File: src/rtl/cfg_idx_pkg.sv
package cfg_idx_pkg;
  localparam int BUS_W   = 8;
  localparam int DEVFN_W = 8;
  localparam int OFF_W   = 12;
  localparam int DATA_W  = 32;
  localparam int LEN_W   = 3;
  localparam int MODE_W  = 6;
  localparam int LANES   = DATA_W / 8;
  localparam int LANE_W  = $clog2(LANES);

  localparam logic [OFF_W-1:0] OFF_PRIMARY   = 12'h018;
  localparam logic [OFF_W-1:0] OFF_CACHELINE = 12'h00C;

  // bit 0 is ext_reg, bit 5 is zero_cacheline
  typedef struct packed {
    logic zero_cacheline;
    logic clear_primary;
    logic link_absent;
    logic addr_big_endian;
    logic mark_type1;
    logic ext_reg;
  } mode_t;

  typedef enum logic [2:0] {
    ST_IDLE, ST_DECIDE, ST_ADDR, ST_DATA, ST_DONE
  } state_t;

  function automatic logic [DATA_W-1:0] compose_word(
    input logic               ext,
    input logic [BUS_W-1:0]   bus,
    input logic [DEVFN_W-1:0] devfn,
    input logic [OFF_W-1:0]   off,
    input logic               type1
  );
    compose_word = {1'b1, 3'b000, (ext ? off[11:8] : 4'h0),
                    bus, devfn, off[7:2], 1'b0, type1};
  endfunction

  function automatic logic [LANES-1:0] size_strobe(input logic [LEN_W-1:0] len);
    case (len)
      3'd1:    size_strobe = LANES'(1);
      3'd2:    size_strobe = LANES'(3);
      default: size_strobe = '1;
    endcase
  endfunction

  function automatic logic [DATA_W-1:0] strobe_to_mask(input logic [LANES-1:0] s);
    logic [DATA_W-1:0] m;
    for (int i = 0; i < LANES; i++) m[8*i +: 8] = {8{s[i]}};
    return m;
  endfunction
endpackage

File: src/rtl/cfg_req_filter.sv
module cfg_req_filter
  import cfg_idx_pkg::*;
(
  input  logic               link_absent,
  input  logic               mark_type1,
  input  logic [BUS_W-1:0]   root_bus,
  input  logic [BUS_W-1:0]   own_bus,
  input  logic [BUS_W-1:0]   bus,
  input  logic [DEVFN_W-1:0] devfn,
  output logic               is_root,
  output logic               reject,
  output logic [BUS_W-1:0]   bus_eff,
  output logic               type1
);
  always_comb begin
    is_root = (bus == root_bus);
    reject  = link_absent && (!is_root || (devfn != '0));
    bus_eff = is_root ? own_bus : bus;
    type1   = mark_type1 && !is_root;
  end
endmodule

File: src/rtl/cfg_addr_word.sv
module cfg_addr_word
  import cfg_idx_pkg::*;
(
  input  logic               ext_reg,
  input  logic               big_endian,
  input  logic [BUS_W-1:0]   bus_eff,
  input  logic [DEVFN_W-1:0] devfn,
  input  logic [OFF_W-1:0]   off,
  input  logic               type1,
  output logic [DATA_W-1:0]  word_out
);
  logic [DATA_W-1:0] native;
  logic [DATA_W-1:0] reversed;

  assign native = compose_word(ext_reg, bus_eff, devfn, off, type1);

  for (genvar b = 0; b < LANES; b++) begin : g_rev
    assign reversed[8*b +: 8] = native[8*(LANES-1-b) +: 8];
  end

  assign word_out = big_endian ? reversed : native;
endmodule

File: src/rtl/cfg_lane_unit.sv
module cfg_lane_unit
  import cfg_idx_pkg::*;
(
  input  logic              clear_primary,
  input  logic              zero_cacheline,
  input  logic              is_root,
  input  logic [OFF_W-1:0]  off,
  input  logic [LEN_W-1:0]  len,
  input  logic [DATA_W-1:0] wdata,
  input  logic [DATA_W-1:0] port_rdata,
  output logic [LANES-1:0]  be,
  output logic [DATA_W-1:0] wdata_out,
  output logic [DATA_W-1:0] rdata_out
);
  logic [LANE_W-1:0]    lane;
  logic [LANES-1:0]     strobe;
  logic [2*LANES-1:0]   be_wide;
  logic [DATA_W-1:0]    fixed;
  logic [LANE_W+2:0]    shamt;

  assign lane   = off[LANE_W-1:0];
  assign strobe = size_strobe(len);
  assign shamt  = {lane, 3'b000};

  always_comb begin
    fixed = wdata;
    if (clear_primary && is_root && (off == OFF_PRIMARY)) fixed[7:0] = 8'h00;
    if (zero_cacheline && (off == OFF_CACHELINE))         fixed = '0;
  end

  assign be_wide   = {{LANES{1'b0}}, strobe} << lane;
  assign be        = be_wide[LANES-1:0];
  assign wdata_out = fixed << shamt;
  assign rdata_out = (port_rdata >> shamt) & strobe_to_mask(strobe);
endmodule

File: src/rtl/cfg_indirect_engine.sv
module cfg_indirect_engine
  import cfg_idx_pkg::*;
(
  input  logic               clk,
  input  logic               rst_n,
  input  logic               cfg_load,
  input  logic [MODE_W-1:0]  cfg_mode,
  input  logic [BUS_W-1:0]   cfg_root_bus,
  input  logic [BUS_W-1:0]   cfg_own_bus,
  input  logic               req_valid,
  output logic               req_ready,
  input  logic               req_write,
  input  logic [BUS_W-1:0]   req_bus,
  input  logic [DEVFN_W-1:0] req_devfn,
  input  logic [OFF_W-1:0]   req_offset,
  input  logic [LEN_W-1:0]   req_len,
  input  logic [DATA_W-1:0]  req_wdata,
  output logic               port_valid,
  output logic               port_sel,
  output logic               port_write,
  output logic [LANE_W-1:0]  port_lane,
  output logic [LANES-1:0]   port_be,
  output logic [DATA_W-1:0]  port_wdata,
  input  logic               port_ack,
  input  logic [DATA_W-1:0]  port_rdata,
  output logic               done,
  output logic               done_status,
  output logic [DATA_W-1:0]  done_rdata
);
  state_t             state;
  mode_t              mode_q;
  logic [BUS_W-1:0]   root_q, own_q;
  logic               wr_q;
  logic [BUS_W-1:0]   bus_q;
  logic [DEVFN_W-1:0] devfn_q;
  logic [OFF_W-1:0]   off_q;
  logic [LEN_W-1:0]   len_q;
  logic [DATA_W-1:0]  wdata_q;
  logic               status_q;
  logic [DATA_W-1:0]  rdata_q;

  // named events for the checker
  logic              ev_accept, ev_reject, ev_addr_done, ev_data_done;
  logic [MODE_W-1:0] mode_flags;

  logic               is_root, reject, type1;
  logic [BUS_W-1:0]   bus_eff;
  logic [DATA_W-1:0]  addr_word, lane_wdata, lane_rdata;
  logic [LANES-1:0]   lane_be;

  cfg_req_filter u_filter (
    .link_absent (mode_q.link_absent),
    .mark_type1  (mode_q.mark_type1),
    .root_bus    (root_q),
    .own_bus     (own_q),
    .bus         (bus_q),
    .devfn       (devfn_q),
    .is_root     (is_root),
    .reject      (reject),
    .bus_eff     (bus_eff),
    .type1       (type1)
  );

  cfg_addr_word u_addr (
    .ext_reg    (mode_q.ext_reg),
    .big_endian (mode_q.addr_big_endian),
    .bus_eff    (bus_eff),
    .devfn      (devfn_q),
    .off        (off_q),
    .type1      (type1),
    .word_out   (addr_word)
  );

  cfg_lane_unit u_lane (
    .clear_primary  (mode_q.clear_primary),
    .zero_cacheline (mode_q.zero_cacheline),
    .is_root        (is_root),
    .off            (off_q),
    .len            (len_q),
    .wdata          (wdata_q),
    .port_rdata     (port_rdata),
    .be             (lane_be),
    .wdata_out      (lane_wdata),
    .rdata_out      (lane_rdata)
  );

  assign req_ready    = (state == ST_IDLE);
  assign ev_accept    = req_ready && req_valid;
  assign ev_reject    = (state == ST_DECIDE) && reject;
  assign ev_addr_done = (state == ST_ADDR) && port_ack;
  assign ev_data_done = (state == ST_DATA) && port_ack;
  assign mode_flags   = mode_q;

  always_comb begin
    port_valid = (state == ST_ADDR) || (state == ST_DATA);
    port_sel   = (state == ST_DATA);
    if (state == ST_DATA) begin
      port_write = wr_q;
      port_lane  = off_q[LANE_W-1:0];
      port_be    = lane_be;
      port_wdata = wr_q ? lane_wdata : '0;
    end else begin
      port_write = (state == ST_ADDR);
      port_lane  = '0;
      port_be    = (state == ST_ADDR) ? '1 : '0;
      port_wdata = (state == ST_ADDR) ? addr_word : '0;
    end
  end

  assign done        = (state == ST_DONE);
  assign done_status = status_q;
  assign done_rdata  = rdata_q;

  always_ff @(posedge clk or negedge rst_n) begin
    if (!rst_n) begin
      mode_q <= '0;
      root_q <= '0;
      own_q  <= '0;
    end else if (req_ready && cfg_load) begin
      mode_q <= mode_t'(cfg_mode);
      root_q <= cfg_root_bus;
      own_q  <= cfg_own_bus;
    end
  end

  always_ff @(posedge clk or negedge rst_n) begin
    if (!rst_n) begin
      state    <= ST_IDLE;
      wr_q     <= 1'b0;
      bus_q    <= '0;
      devfn_q  <= '0;
      off_q    <= '0;
      len_q    <= '0;
      wdata_q  <= '0;
      status_q <= 1'b0;
      rdata_q  <= '0;
    end else begin
      case (state)
        ST_IDLE: if (ev_accept) begin
          wr_q    <= req_write;
          bus_q   <= req_bus;
          devfn_q <= req_devfn;
          off_q   <= req_offset;
          len_q   <= req_len;
          wdata_q <= req_wdata;
          state   <= ST_DECIDE;
        end
        ST_DECIDE: begin
          rdata_q  <= '0;
          status_q <= reject;
          state    <= reject ? ST_DONE : ST_ADDR;
        end
        ST_ADDR: if (ev_addr_done) state <= ST_DATA;
        ST_DATA: if (ev_data_done) begin
          rdata_q <= wr_q ? '0 : lane_rdata;
          state   <= ST_DONE;
        end
        default: state <= ST_IDLE;
      endcase
    end
  end
endmodule

File: config.mk
export PLATFORM = sky130hd
export DESIGN_NAME = cfg_indirect_engine
export DESIGN_NICKNAME = d
export VERILOG_FILES = /design/src/rtl/cfg_idx_pkg.sv /design/src/rtl/cfg_req_filter.sv /design/src/rtl/cfg_addr_word.sv /design/src/rtl/cfg_lane_unit.sv /design/src/rtl/cfg_indirect_engine.sv
export SDC_FILE = /design/constraint.sdc
export NUM_CORES = 1
export LEC_CHECK = 0
export BUFFER_PORTS_ARGS = -buffer_cell sky130_fd_sc_hd__buf_2
export CORE_AREA = 2 2 137 139
export DETAILED_ROUTE_END_ITERATION = 7
export DIE_AREA = 0 0 139 141
export PLACE_DENSITY = 0.62
export SKIP_LAST_GASP = 1
export SLEW_MARGIN = 20
export SYNTH_ARGS = -nofsm -noshare
export SYNTH_HDL_FRONTEND = slang
export SYNTH_HIERARCHICAL = 1
export SYNTH_SLANG_ARGS = --single-unit
export TNS_END_PERCENT = 5
File: constraint.sdc
create_clock -name clk -period 4.47 [get_ports clk]
set_input_delay 0.894 -clock clk [delete_from_list [all_inputs] [get_ports clk]]
set_output_delay 0.894 -clock clk [all_outputs]
set_load 0.01 [all_outputs]
==> impl_results.md <==
- TNS Setup: 0 ns
- Dominant cell type by area after synthesis: dfrtp_1
- Post-synth ARST share: 1.00
- First-pass GRT wire length: 33100 um
- Worst Clk Skew: 0.00549 ns
- Clock Path Buffers: 2
- Fillers: 1692
- Crit-path cells: xnor2_1 -> nand4_1 -> nor2_2 -> nand4b_1 -> a211oi_2 -> nor3b_1 -> a22o_1 -> buf_2
- Logic gate share of total power: 0.471
- # IOs: 199
- Crit-path leading delay family: simple AND/OR/NAND/NOR gates
- Setup Buffers After CTS: 0
- Status: completed
- Top-count cell post-synth: dfrtp_1
- Max Clk Rate: 248 MHz
- Final worst path period need: 4.03 ns
- Port bufs: 198
- Internal power: 4.06 mW
- CP Launch Type: flop
- Sequential power share: 0.320
- ANT nets after route: 0
- Post-synth top area share: 0.427
- Via count: 5586
- Crit. End Element: output port
- VDD IR-drop max: 307 uV
- CTS tree: yes
- Mapped Area: 7160 um2
- Die ar.: 19600 um2
- N_diodes: 0
- Buf/Inv on CP: 1
- RSZ-0062 raised after global routing: false
- EDFF count, synth: 0
- Worst hold-check path type: flop to flop
- Main synth FF type: dfrtp_1
- Cts repair resizes: 0
- FP Rows: 50
- Setup CP Type: flop to output port
- Total global routing overflow: 0
- Mapped Cells: 587
- Hold_buf cts: 0
- Post-DP HPWL: 15400 um
- Largest net degree at the start of global routing: 72
- Clk pwr share: 0.210
- Initial antenna violation count: 0
- Drt first pass iters: 5
- Vias/cell: 5.51
- DR DRC count: 0
- Pwr per Cell Area: 762 nW/um2
- Mapped Nets: 710
- Clk slew on worst S/H paths: 0.06 ns
- CP max-delay cell: a211oi_2
- Share of cells above drive strength 1: 0.465
- WL/cell: 21.0 um
- P_sw: 2.58 mW
- H-tree depth: 4
- Initial DRC count: 359
- Max-cap viol count: 0
- Final setup viols: 0
- CP Max Fanout: 11
- Synth cell count leaders: dfrtp_1 (122), a22o_1 (67), mux2_4 (67)
- Die X: 139 um
- Syn_area_per_cell: 12.2 um2
- Post-synthesis register bit count: 122
- Switching Fraction: 0.389
- Worst-Margin Slew: 0.966 ns
- Num CTS Buffers: 17
- CTS Root Cell: clkbuf_16
- Vias in the first global route: 5687
- Hold_ws: 0.489 ns
- Synth warn: 6
- Total GRT Usage: 0.217
- Ranking of synthesized cells by area: dfrtp_1 (43%), mux2_4 (14%), a22o_1 (8.2%)
- Fin nets: 889
- Post-Route WL: 21300 um
- Max-slew headroom: 0.356
- Final count of pins violating max slew: 0
- Sequential element share of the synthesized area: 0.427
- Synth unique cells: 51
- CP arrival: 3.14 ns
- Initial Utilization: 0.392
- Worst Path Required: 3.58 ns
- Die Span Y: 141 um
- Core Area: 18300 um2
- Clk sink count: 122
- Tcrit/Tclk final: 0.902
- Area growth syn-to-layout: 21.8%
- Delay of the slowest critical-path stage: 0.62 ns
- Clock Latency Late Sink: 0.42 ns
- Static leakage: 4.24 nW
- Last weighted congestion value of the routability-driven placer: 0.890
- Hold Fails Final Rpt: 0
[worst paths after layout]
kind / startpoint / end / slack, ns / depth (start not counted)
setup / recovery: root_q[7]$_DFFE_PN0P_ / port_wdata[7] / 0.44 / 8
hold / removal: mode_flags[1]$_DFFE_PN0P_ / mode_flags[1]$_DFFE_PN0P_ / 0.49 / 1
setup reg to reg: state[0]$_DFFE_PN0P_ / wdata_q[23]$_DFFE_PN0P_ / 1.84 / 4
hold reg to reg: mode_flags[1]$_DFFE_PN0P_ / mode_flags[1]$_DFFE_PN0P_ / 0.49 / 1
max in group asynchronous: rst_n / devfn_q[5]$_DFFE_PN0P_ / 2.88 / 2
min in group asynchronous: rst_n / done_rdata[0]$_DFFE_PN0P_ / 0.63 / 1
[routing by layer]
metal | track usage | wire [um] | up-vias
li1 | - | - | 2522
met1 | 0.279 | 8820 | 2809
met2 | 0.365 | 10600 | 230
met3 | 0.0560 | 1540 | 25
met4 | 0.0627 | 337 | 0
met5 | 0 | 0 | -
[through the flow]
stage / cell area, um2 / cells / worst slack [ns] / util / total power [mW]
global route: 8720 / 1013 / 0.239 / 0.477 / 7.04
global placement: 8100 / 980 / 1.11 / 0.444 / 5.17
detailed placement: 8100 / 980 / 0.965 / 0.444 / 5.23
finish: 8720 / 1013 / 0.438 / 0.477 / 6.64
floorplan: 7160 / 587 / 1.72 / - / 4.42
CTS: 8700 / 1012 / 0.507 / 0.476 / 6.65
[sequential cells by signal (all words and copies together), names as in the netlist]
register / cells
bus_q: 8
devfn_q: 8
done_rdata: 32
done_status: 1
len_q: 3
mode_flags: 6
off_q: 12
own_q: 8
root_q: 8
state: 3
wdata_q: 32
wr_q: 1
[area by class of cell]
class,count,area [um2],share of cell area
Clock buffer,19,453,0.0520
Clock inverter,13,144,0.0165
Inverter,11,41.3,0.00474
Multi-Input combinational cell,405,3650,0.418
Sequential cell,122,3050,0.350
Tap cell,234,293,0.0336
Timing Repair Buffer,209,1080,0.124
[placed cells by master, fill, tap and decap left out, drive strengths merged, types with 10 or more instances in the layout]
cell,instances
buf,209
mux2,126
dfrtp,122
a22o,67
nor2,34
clkbuf,19
a22oi,17
mux2i,16
and2,16
a21oi,14
nor2b,13
inv,13
nand2,12
o21ai,11
nor3b,10
a211oi,10
[cells by family after synthesis]
group,count (synthesis),synth area share
AO/OA/AOI/OAI,135,0.147
XOR/XNOR,9,0.0110
buffers and inverters,60,0.0642
flip-flops,122,0.427
multiplexers,142,0.256
AND/OR/NAND/NOR,119,0.0953
[power groups by stage]
| stage | clock network [mW] | registers [mW] | logic [mW] |
|---|---|---|---|
| 2_1_floorplan | 0 | 1.91 | 2.50 |
| 3_3_place_gp | 0 | 2.10 | 3.07 |
| 4_1_cts | 1.41 | 2.11 | 3.12 |
| 3_5_place_dp | 0 | 2.13 | 3.10 |
| 5_1_grt | 1.47 | 2.19 | 3.38 |
| 6_report | 1.39 | 2.12 | 3.13 |
[worst reg2reg max path, cell delays in order (launching register included)]
cell and delay (ns):
dfrtp_1 0.53, nor3_2 0.32, and2_4 0.80, buf_4 0.52
mux2_4 0.34
Note: power is estimated with default switching activity, not from simulation.
